==> config.mk <==
export PLATFORM = sky130hd
export DESIGN_NAME = snap_seq
export DESIGN_NICKNAME = d
export VERILOG_FILES = /design/src/rtl/snap_pkg.sv /design/src/rtl/snap_phase_ctrl.sv /design/src/rtl/snap_slot_track.sv /design/src/rtl/snap_strobe_dec.sv /design/src/rtl/snap_seq.sv
export SDC_FILE = /design/constraint.sdc
export NUM_CORES = 1
export LEC_CHECK = 0
export BUFFER_PORTS_ARGS = -buffer_cell sky130_fd_sc_hd__buf_2
export CORE_MARGIN = 5
export CORE_UTILIZATION = 45
export CTS_BUF_LIST = sky130_fd_sc_hd__clkbuf_8
export DETAILED_ROUTE_END_ITERATION = 10
export GPL_TIMING_DRIVEN = 0
export PLACE_DENSITY = 0.78
export SETUP_SLACK_MARGIN = 0.3
export SLEW_MARGIN = 20
export SYNTH_ARGS = -nofsm -noshare
export SYNTH_HDL_FRONTEND = slang
export SYNTH_SLANG_ARGS = --single-unit
==> constraint.sdc <==
create_clock -name clk -period 2.35 [get_ports clk]
set_input_delay 0.47 -clock clk [delete_from_list [all_inputs] [get_ports clk]]
set_output_delay 0.47 -clock clk [all_outputs]
set_load 0.05 [all_outputs]
==> src/rtl/snap_pkg.sv <==
// Shared types for the snapshot capture sequencer.
package snap_pkg;
    typedef enum logic [2:0] {
        PH_IDLE,   // array held in reset, waiting for start
        PH_CWAIT,  // double-sampling start, waiting for both slots free
        PH_PRE,    // double-sampling reset sample into slot 0
        PH_INTEG,  // integrating
        PH_HOLD,   // integration complete, waiting for target slot
        PH_STORE,  // store strobe on target slot
        PH_AMP     // amplification pulse
    } phase_t;
endpackage

==> src/rtl/snap_phase_ctrl.sv <==
// Phase controller: steps one frame through reset, integration, storage
// and amplification; counts integration and store lengths; picks the
// target slot. Assumes the mode changes only while no frame is pending.
module snap_phase_ctrl
    import snap_pkg::*;
#(
    parameter int IW = 16,
    parameter int SW = 4
) (
    input  logic          clk,
    input  logic          rst_n,
    input  logic          start_i,
    input  logic          cds_i,
    input  logic          first_slot_i,
    input  logic [IW-1:0] integ_len_i,
    input  logic [SW-1:0] store_len_i,
    input  logic [1:0]    frame_rdy_i,
    output phase_t        phase_o,
    output logic          slot_o,
    output logic          cds_o,
    output logic          done_o
);
    localparam int CW = (IW > SW) ? IW : SW;

    phase_t        ph;
    logic [CW-1:0] cnt;
    logic          slot;
    logic          cds_q;
    logic          cap_ptr;
    logic          fresh;
    logic [CW-1:0] ilen_m1;
    logic [CW-1:0] slen_m1;

    // Lengths minus one, with zero treated as one cycle.
    always_comb begin
        ilen_m1 = (integ_len_i == '0) ? '0 : CW'(integ_len_i) - CW'(1);
        slen_m1 = (store_len_i == '0) ? '0 : CW'(store_len_i) - CW'(1);
    end

    // Phase sequencing, length counting and slot choice.
    always_ff @(posedge clk) begin
        if (!rst_n) begin
            ph      <= PH_IDLE;
            cnt     <= '0;
            slot    <= 1'b0;
            cds_q   <= 1'b0;
            cap_ptr <= 1'b0;
            fresh   <= 1'b1;
        end else begin
            case (ph)
                PH_IDLE: if (start_i) begin
                    cds_q <= cds_i;
                    if (cds_i) begin
                        ph <= PH_CWAIT;
                    end else begin
                        ph   <= PH_INTEG;
                        cnt  <= ilen_m1;
                        slot <= fresh ? first_slot_i : cap_ptr;
                    end
                end
                PH_CWAIT: if (frame_rdy_i == 2'b00) begin
                    ph   <= PH_PRE;
                    cnt  <= slen_m1;
                    slot <= 1'b0;
                end
                PH_PRE: if (cnt == '0) begin
                    ph  <= PH_INTEG;
                    cnt <= ilen_m1;
                end else begin
                    cnt <= cnt - CW'(1);
                end
                PH_INTEG: if (cnt == '0) begin
                    ph <= PH_HOLD;
                    if (cds_q) slot <= 1'b1;
                end else begin
                    cnt <= cnt - CW'(1);
                end
                PH_HOLD: if (!frame_rdy_i[slot]) begin
                    ph  <= PH_STORE;
                    cnt <= slen_m1;
                end
                PH_STORE: if (cnt == '0) begin
                    ph <= PH_AMP;
                end else begin
                    cnt <= cnt - CW'(1);
                end
                PH_AMP: begin
                    ph      <= PH_IDLE;
                    fresh   <= 1'b0;
                    cap_ptr <= cds_q ? 1'b0 : ~slot;
                end
                default: ph <= PH_IDLE;
            endcase
        end
    end

    assign phase_o = ph;
    assign slot_o  = slot;
    assign cds_o   = cds_q;
    assign done_o  = (ph == PH_AMP);
endmodule

==> src/rtl/snap_slot_track.sv <==
// Slot tracker: keeps one ready flag per slot and a read pointer to the
// oldest ready slot; serves readout and releases slots on done pulses.
// Assumes a frame is only stored into a slot whose flag is clear.
module snap_slot_track (
    input  logic       clk,
    input  logic       rst_n,
    input  logic       set_i,
    input  logic       cds_i,
    input  logic       slot_i,
    input  logic       rd_done_i,
    output logic [1:0] frame_rdy_o,
    output logic [1:0] read_o,
    output logic       rd_slot_o
);
    logic [1:0] rdy;
    logic       rd_ptr;
    logic [1:0] clr;
    logic [1:0] set_mask;
    logic [1:0] kept;

    // Release and set masks for this cycle.
    always_comb begin
        clr      = (rd_done_i && rdy[rd_ptr]) ? (2'b01 << rd_ptr) : 2'b00;
        set_mask = !set_i ? 2'b00 : (cds_i ? 2'b11 : (2'b01 << slot_i));
        kept     = rdy & ~clr;
    end

    // Ready flags and oldest-first read pointer.
    always_ff @(posedge clk) begin
        if (!rst_n) begin
            rdy    <= 2'b00;
            rd_ptr <= 1'b0;
        end else begin
            rdy <= kept | set_mask;
            if (set_i && kept == 2'b00) begin
                rd_ptr <= cds_i ? 1'b0 : slot_i;
            end else if (clr != 2'b00) begin
                rd_ptr <= ~rd_ptr;
            end
        end
    end

    assign frame_rdy_o = rdy;
    assign read_o      = rdy[rd_ptr] ? (2'b01 << rd_ptr) : 2'b00;
    assign rd_slot_o   = rd_ptr;
endmodule

==> src/rtl/snap_strobe_dec.sv <==
// Strobe decoder: turns the current phase and target slot into the
// array-wide control lines. Purely combinational.
module snap_strobe_dec
    import snap_pkg::*;
#(
    parameter int NSLOT = 2
) (
    input  phase_t           phase_i,
    input  logic             slot_i,
    output logic             pix_reset_o,
    output logic             integ_o,
    output logic             amp_o,
    output logic [NSLOT-1:0] store_o
);
    // Phase-wide controls.
    always_comb begin
        pix_reset_o = (phase_i == PH_IDLE) || (phase_i == PH_CWAIT);
        integ_o     = (phase_i == PH_PRE) || (phase_i == PH_INTEG);
        amp_o       = (phase_i == PH_AMP);
    end

    for (genvar g = 0; g < NSLOT; g++) begin : g_store
        // Store line for slot g: target slot in store phase, slot 0 in pre-sample.
        assign store_o[g] = ((phase_i == PH_STORE) && (int'(slot_i) == g))
                         || ((phase_i == PH_PRE) && (g == 0));
    end
endmodule

==> src/rtl/snap_seq.sv <==
// Top of the dual-slot snapshot capture sequencer: phase controller,
// slot tracker and strobe decoder. All outputs act array-wide.
module snap_seq
    import snap_pkg::*;
#(
    parameter int IW = 16,
    parameter int SW = 4
) (
    input  logic          clk,
    input  logic          rst_n,
    input  logic          start_i,
    input  logic          cds_mode_i,
    input  logic          first_slot_i,
    input  logic [IW-1:0] integ_len_i,
    input  logic [SW-1:0] store_len_i,
    input  logic          rd_done_i,
    output logic          pix_reset_o,
    output logic          integ_o,
    output logic [1:0]    store_o,
    output logic          amp_o,
    output logic [1:0]    read_o,
    output logic [1:0]    frame_rdy_o,
    output logic          cap_slot_o,
    output logic          rd_slot_o
);
    phase_t phase;
    logic   slot;
    logic   cds_q;
    logic   done;

    snap_phase_ctrl #(.IW(IW), .SW(SW)) u_phase (
        .clk(clk), .rst_n(rst_n), .start_i(start_i), .cds_i(cds_mode_i),
        .first_slot_i(first_slot_i), .integ_len_i(integ_len_i),
        .store_len_i(store_len_i), .frame_rdy_i(frame_rdy_o),
        .phase_o(phase), .slot_o(slot), .cds_o(cds_q), .done_o(done)
    );

    snap_slot_track u_track (
        .clk(clk), .rst_n(rst_n), .set_i(done), .cds_i(cds_q),
        .slot_i(slot), .rd_done_i(rd_done_i), .frame_rdy_o(frame_rdy_o),
        .read_o(read_o), .rd_slot_o(rd_slot_o)
    );

    snap_strobe_dec #(.NSLOT(2)) u_dec (
        .phase_i(phase), .slot_i(slot), .pix_reset_o(pix_reset_o),
        .integ_o(integ_o), .amp_o(amp_o), .store_o(store_o)
    );

    assign cap_slot_o = slot;
endmodule

After elaboration in Yosys (flattened, before gate mapping)
Index checks and enable logic that the tools add are counted.
{"block": "classes", "add_sub_neg": 3, "magnitude_cmp": 2, "eq_ne": 15, "n_shift": 2, "muxes": 36, "bitwise_logic": 6, "reduce_logical": 22}
{"op": "$mux 16", "count": 8}
{"op": "$pmux 16 s5", "count": 1}
{"op": "$logic_not 16->1", "count": 2}
{"op": "$sub 16x1->16 const B", "count": 2}
{"op": "$mux 3", "count": 6}
{"op": "$ne 2x2->1 const B", "count": 9}
{"op": "$pmux 3 s6", "count": 1}
{"op": "$reduce_and 6->1", "count": 3}
{"op": "$mux 1", "count": 14}
{"op": "$mux 2", "count": 5}
{"op": "$eq 3x3->1 const B", "count": 3}
{"op": "$eq 3x2->1 const B", "count": 2}
{"op": "$reduce_bool 5->1", "count": 1}
{"op": "$sub 4x1->5 const B", "count": 1}
{"op": "$logic_and 1x1->1", "count": 4}
{"op": "$logic_not 2->1", "count": 2}
{"op": "$logic_not 4->1", "count": 1}
{"op": "$lt 1x2->1 const B", "count": 2}
{"op": "$reduce_bool 2->1", "count": 2}
{"op": "$shl 1x1->2 const A", "count": 2}
{"op": "$eq 3x1->1 const B", "count": 1}
{"op": "$logic_not 3->1", "count": 1}
{"op": "$logic_or 1x1->1", "count": 3}
{"op": "$not 1->1", "count": 3}
{"op": "7 further kinds", "count": 7}
{"block": "totals", "ff_bits": 26, "in_bits": 26, "wordCells": 94}

Depth between registers and ports, before layout
{"block": "logic_depth", "word_depth": 9, "ltp_mapped": 9}

By module
Synthesis repeated with hierarchy kept, for this count alone.
{"block": "unflattened", "hier_cells": 280, "hier_area_um2": 2090.8}
{"module": "snap_phase_ctrl", "instances": 1, "cells_each": 252, "area_per_inst_um2": 1860.5, "seq_area_each_um2": 460.4}
{"module": "snap_slot_track", "instances": 1, "cells_each": 20, "area_per_inst_um2": 173.9, "seq_area_each_um2": 60.1}
{"module": "snap_strobe_dec", "instances": 1, "cells_each": 8, "area_per_inst_um2": 56.3, "seq_area_each_um2": 0.0}

Worst setup path after synthesis
Ideal clock, no wire load.
{"block": "synth_path", "path_type": "reg-to-output", "start": "reg u_phase.ph[0] (netlist: u_phase.phase_o[0])", "end": "out store_o[0]", "arrival_time_ns": 2.037, "path_slack_ns": -0.157, "stages_incl_launch_ff": 5, "path_buffers": 2, "path_cell_list": "dfxtp_1 > clkbuf_1 > clkbuf_1 > nand2_1 > o21ai_0"}
{"block": "synth_via", "elab_chain_cells": 3}
{"item": "from (decl)", "line_no": "snap_phase_ctrl.sv:25", "text": "phase_t ph;"}
{"item": "from (signal assigned)", "line_no": "snap_phase_ctrl.sv:43", "text": "ph <= PH_IDLE;"}
{"item": "from (signal assigned)", "line_no": "snap_phase_ctrl.sv:54", "text": "ph <= PH_CWAIT;"}
{"item": "from (signal assigned)", "line_no": "snap_phase_ctrl.sv:56", "text": "ph <= PH_INTEG;"}
{"item": "$eq 3x3->1", "line_no": "snap_strobe_dec.sv:24", "text": "assign store_o[g] = ((phase_i == PH_STORE) && (int'(slot_i) == g))"}
{"item": "$logic_and 1x1->1", "line_no": "snap_strobe_dec.sv:24"}
{"item": "$logic_or 1x1->1 *", "line_no": "snap_strobe_dec.sv:25", "text": "|| ((phase_i == PH_PRE) && (g == 0));"}
{"item": "to (decl)", "line_no": "snap_seq.sv:19", "text": "output logic [1:0] store_o,"}
Mark *: on every way between the ends. The rest lies on a longest branch, timed or not.

Final worst setup path
{"block": "layout_path", "start": "reg u_phase.cnt[9]", "end": "reg u_phase.cnt[1]"}
{"block": "layout_via", "elab_chain_cells": 3}
{"item": "from (decl)", "line_no": "snap_phase_ctrl.sv:26", "text": "logic [CW-1:0] cnt;"}
{"item": "from (signal assigned)", "line_no": "snap_phase_ctrl.sv:57", "text": "cnt <= ilen_m1;"}
{"item": "from (signal assigned)", "line_no": "snap_phase_ctrl.sv:63", "text": "cnt <= slen_m1;"}
{"item": "from (signal assigned)", "line_no": "snap_phase_ctrl.sv:68", "text": "cnt <= ilen_m1;"}
{"item": "$logic_not 16->1 *", "line_no": "snap_phase_ctrl.sv:66, snap_phase_ctrl.sv:72, snap_phase_ctrl.sv:82"}
{"item": "$mux 16 / $ne 2x2->1 (equally long branches)"}
{"item": "$pmux 16 s5 / $reduce_and 6->1 (equally long branches)"}
Marked as above.
A chain may end at the register's enable or synchronous reset.

==> results.txt <==
The region available for standard cell placement spans 0.00479 mm². The endpoint identified for the worst register-to-register timing path is u_phase.cnt[1]. Dividing the synthesized area by the synthesized cell count gives 7.76 µm². Setup slack on the critical path of the routed design comes to 350 ps. The run gives 0.468 as the initial cell density of the core. The biggest area contributor in the post-synthesis netlist is sky130_fd_sc_hd__dfxtp_1. The normalized max-slew margin was 0.664.

37 I/O pins were placed. The yosys synthesis warning count was 0; the layout cell share with drive strength beyond 1 was 0.336. The completed layout was analyzed and its total power is 3430 µW. The total clock sinks was 26.

The fraction of registers with async set or reset after synthesis was 0; the antenna diode count was 0. The number of cells on the worst hold path works out to 2. The tools report the worst hold margin as 469 ps. The H-tree level count is 1, and the post-route antenna net violation count is 0. The clock reaches the later pin of the worst-skew pair after 280 ps.

Average wire per cell in the routed design: 15.5 µm. Worst hold path endpoint: u_phase.fresh. The longest clock path from root to sink contains 2 buffers. Based on the critical path, the design can be clocked at up to 500 MHz. The routed design has 6.45 mm of wire. Yosys mapped the design onto 68 distinct sky130hd cell types.

The number of cells on the worst reg-to-reg path is 7. The horizontal extent of the die was 80.6 µm. IR analysis of the VDD net gives a maximum drop of 0.000428 V.

Clock skew on the completed layout was measured at 8.75 ps. At the end of the flow, the number of nets in the layout was 378. The run gives 0 as the number of maximum-capacitance constraint violations.

The number of buffers added on ports works out to 35. The run gives 0 as the number of hold-repair buffers added at the cts stage. The reg-to-reg startpoint is u_phase.cnt[9].

The most used flip-flop cell after synthesis is sky130_fd_sc_hd__dfxtp_1. The total count of max-transition violations in the final report was 0. The run gives 0.111 as the clock share of power. For the final routed database, the setup TNS stands at 0 ps.

The pin slew with the least headroom to its limit came out at 501 ps. The layout has 412 filler cells. The area growth from synthesis to layout is 29.6%. In the layout the commonest cells are 33 x sky130_fd_sc_hd__buf_2, 25 x sky130_fd_sc_hd__nand2_1, 22 x sky130_fd_sc_hd__dfxtp_1, 21 x sky130_fd_sc_hd__nor2_1. STA classifies the critical path startpoint as a flip-flop. The number of enable flip-flop cells after synthesis was 0; the required time reported for the critical path endpoint was 2560 ps. Ratio of routed vias to standard cells: 5.80. TritonCTS built the clock tree. Relative contribution of sequential cells to total power: 0.225.

The min-delay analysis places its worst path in the category flip-flop to flip-flop. Power spread over the standard cell area amounts to 1180 mW/mm². The arrival time of data at the critical path endpoint is 2210 ps, and the flip-flop and latch count after synthesis is 26. The worst setup path is captured at a flip-flop. The analysis attributes to net switching a power of 1600 µW. By area the synthesized netlist is led by sky130_fd_sc_hd__dfxtp_1 23%, sky130_fd_sc_hd__nand2_1 4.5%, sky130_fd_sc_hd__o21ai_0 4.5%.

The worst-case register-to-register setup slack came out at 350 ps. In the synthesized netlist, the number of instances is 289. The number of hold violations in the final report was 0. The final HPWL from detailed placement was 4.41 mm; the final worst-path cycle share was 0.851. The logs give 0.664 for the share of total power in combinational logic and 318 for the total nets after synthesis. The sequential element share of the synthesized area was 0.232.

Global routing finished with a remaining overflow of 0. After routing the design area is 0.00291 mm². The wire length of the first global-routing pass came out at 10.4 mm. The analysis attributes to cell leakage a power of 0.00112 µW.

The pin count of the biggest net entering global routing was 16. The worst hold path begins at u_phase.fresh. Setup repair after global routing could not meet its margin everywhere. For the placement-stage cell area, the log shows 0.00250 mm². The largest fanout on the critical path is 7, and the clock-pin transition on the worst setup and hold timing paths is 100 ps.

The die covers 0.00649 mm². The tools report the worst slack after detailed placement as 6.56 ps. The share of total power consumed by net switching was 0.466. For the remaining routing DRC violations, the log shows 0. The path type of the worst setup path is flip-flop to flip-flop. The most common cell after layout, fill and taps aside is sky130_fd_sc_hd__buf_2. Setup violations remaining at the end of the flow were counted as 0.

The clock period could shrink to 2000 ps. The run gives 25 as the number of standard-cell rows in the floorplan. The share of the synthesized area in the top cell type is 0.232, and the internal power summed over all cells is 1830 µW. Count of vias placed by the detailed router: 2405. Global-route total usage across every layer: 0.200. The cell at the root of the clock tree was sky130_fd_sc_hd__clkbuf_8. The via count of the first global-routing pass was 2273; the number of clock buffers inserted by TritonCTS was 3.

The combined area of all synthesized cells was 0.00224 mm². The flow ran to the end, and the final reports show no timing, DRC or antenna violations. The first TritonRoute pass finished after 4 iterations. For the initial antenna violation count, the log shows 0. Measured along the y axis, the die boundary spans 80.6 µm. After the first detailed-routing iteration, the DRC count stood at 147. Routability-driven placement finished with a final weighted congestion of 0.874.
[per-stage QoR]
stage	utilization	instances
finish	0.607	415
global route	0.607	415
detailed placement	0.523	391
global placement	0.523	391
CTS	0.571	406
floorplan	-	289
[power groups by stage]
stage	clock, µW	sequential [µW]	combinational, µW
final	381	774	2280
after global routing	396	792	2450
after CTS	385	759	2020
after detailed placement	0	759	1770
after global placement	0	754	1740
after floorplan	0	743	1400
[state kept, by name, indices dropped and copies added, names as in the netlist]
register and flops:
u_phase.slot_o 1, u_phase.fresh 1, u_phase.cds_o 1, u_track.frame_rdy_o 2, u_phase.phase_o 3, u_phase.cap_ptr 1
u_track.rd_slot_o 1, u_phase.cnt 16
[synth_stat cells (3+ instances only)]
library cell,number
sky130_fd_sc_hd__nor4_1,7
sky130_fd_sc_hd__o221ai_1,3
sky130_fd_sc_hd__a21boi_0,5
sky130_fd_sc_hd__nand3_1,8
sky130_fd_sc_hd__o31a_1,3
sky130_fd_sc_hd__nor2_1,23
sky130_fd_sc_hd__o21ai_1,8
sky130_fd_sc_hd__o21ai_2,3
sky130_fd_sc_hd__a21oi_1,19
sky130_fd_sc_hd__ha_1,3
sky130_fd_sc_hd__or3_1,4
sky130_fd_sc_hd__nand2_1,27
sky130_fd_sc_hd__dfxtp_1,26
sky130_fd_sc_hd__a21oi_2,3
sky130_fd_sc_hd__a31oi_1,3
sky130_fd_sc_hd__or4_1,3
sky130_fd_sc_hd__xnor2_1,8
sky130_fd_sc_hd__o21ai_0,20
sky130_fd_sc_hd__xor2_1,8
sky130_fd_sc_hd__inv_1,9
sky130_fd_sc_hd__nor3_1,11
sky130_fd_sc_hd__clkbuf_1,6
sky130_fd_sc_hd__nand2b_1,7
sky130_fd_sc_hd__mux2i_1,5
sky130_fd_sc_hd__nor2b_1,10
[critical path, stage by stage, from the launching register on]
cell and delay (ps):
sky130_fd_sc_hd__dfxtp_1 370, sky130_fd_sc_hd__nor4_4 280, sky130_fd_sc_hd__buf_4 190, sky130_fd_sc_hd__nand2_2 100, sky130_fd_sc_hd__or4_1 540, sky130_fd_sc_hd__a31oi_1 200, sky130_fd_sc_hd__a22oi_1 90, sky130_fd_sc_hd__nor2b_1 140
[worst max path at each step]
stage                      to  slack [ps]                from  cells past startpoint
3_3_place_gp   u_phase.cnt[8]         100      integ_len_i[8]                      8
6_report       u_phase.cnt[1]         350      u_phase.cnt[9]                      7
4_1_cts            store_o[0]         300  u_phase.phase_o[1]                      6
5_1_grt        u_phase.cnt[1]         220      u_phase.cnt[9]                      7
3_5_place_dp   u_phase.cnt[8]           7      integ_len_i[8]                      8
2_1_floorplan  u_phase.cnt[8]         330      integ_len_i[8]                      7
[layer usage]
metal  vias up  global-route usage  part of all wire
met5         -                   0                 0
met2        86               0.344              0.48
met4         0              0.0608             0.014
met3        10              0.0291             0.057
li1       1194                   -                 -
met1      1115               0.256              0.45
[cell families (layout without fill, tap and decap cells)]
logic type	Yosys count	after routing	share of synthesized area
AOI/OAI and AO/OA	92	92	0.290
xor gates and xnor gates	17	17	0.0698
adders and majority gates	3	3	0.0167
buffers and inverters	22	81	0.0446
DFF	26	26	0.232
muxes	5	5	0.0223
and+or+nand+nor	124	124	0.324
[cell type report]
type | count | area [µm²] | share of cell area
buffer | 11 | 75.1 | 0.0258
clock buffer | 3 | 41.3 | 0.0142
clock inverter | 1 | 30.0 | 0.0103
inverter | 11 | 46.3 | 0.0159
multi-input combinational | 241 | 1750 | 0.603
sequential | 26 | 528 | 0.182
tap | 67 | 83.8 | 0.0288
timing repair buffer | 55 | 350 | 0.121
[repair_timing]
| action | 4_1_cts | 5_1_grt |
|---|---|---|
| hold endpoints to repair | 0 | 0 |
| pin swaps | 3 | 8 |
| resized for setup | 15 | 34 |
| setup endpoints to repair | 21 | 21 |
| buffers inserted | 11 | 9 |
Power figures use the tool's default switching activity.
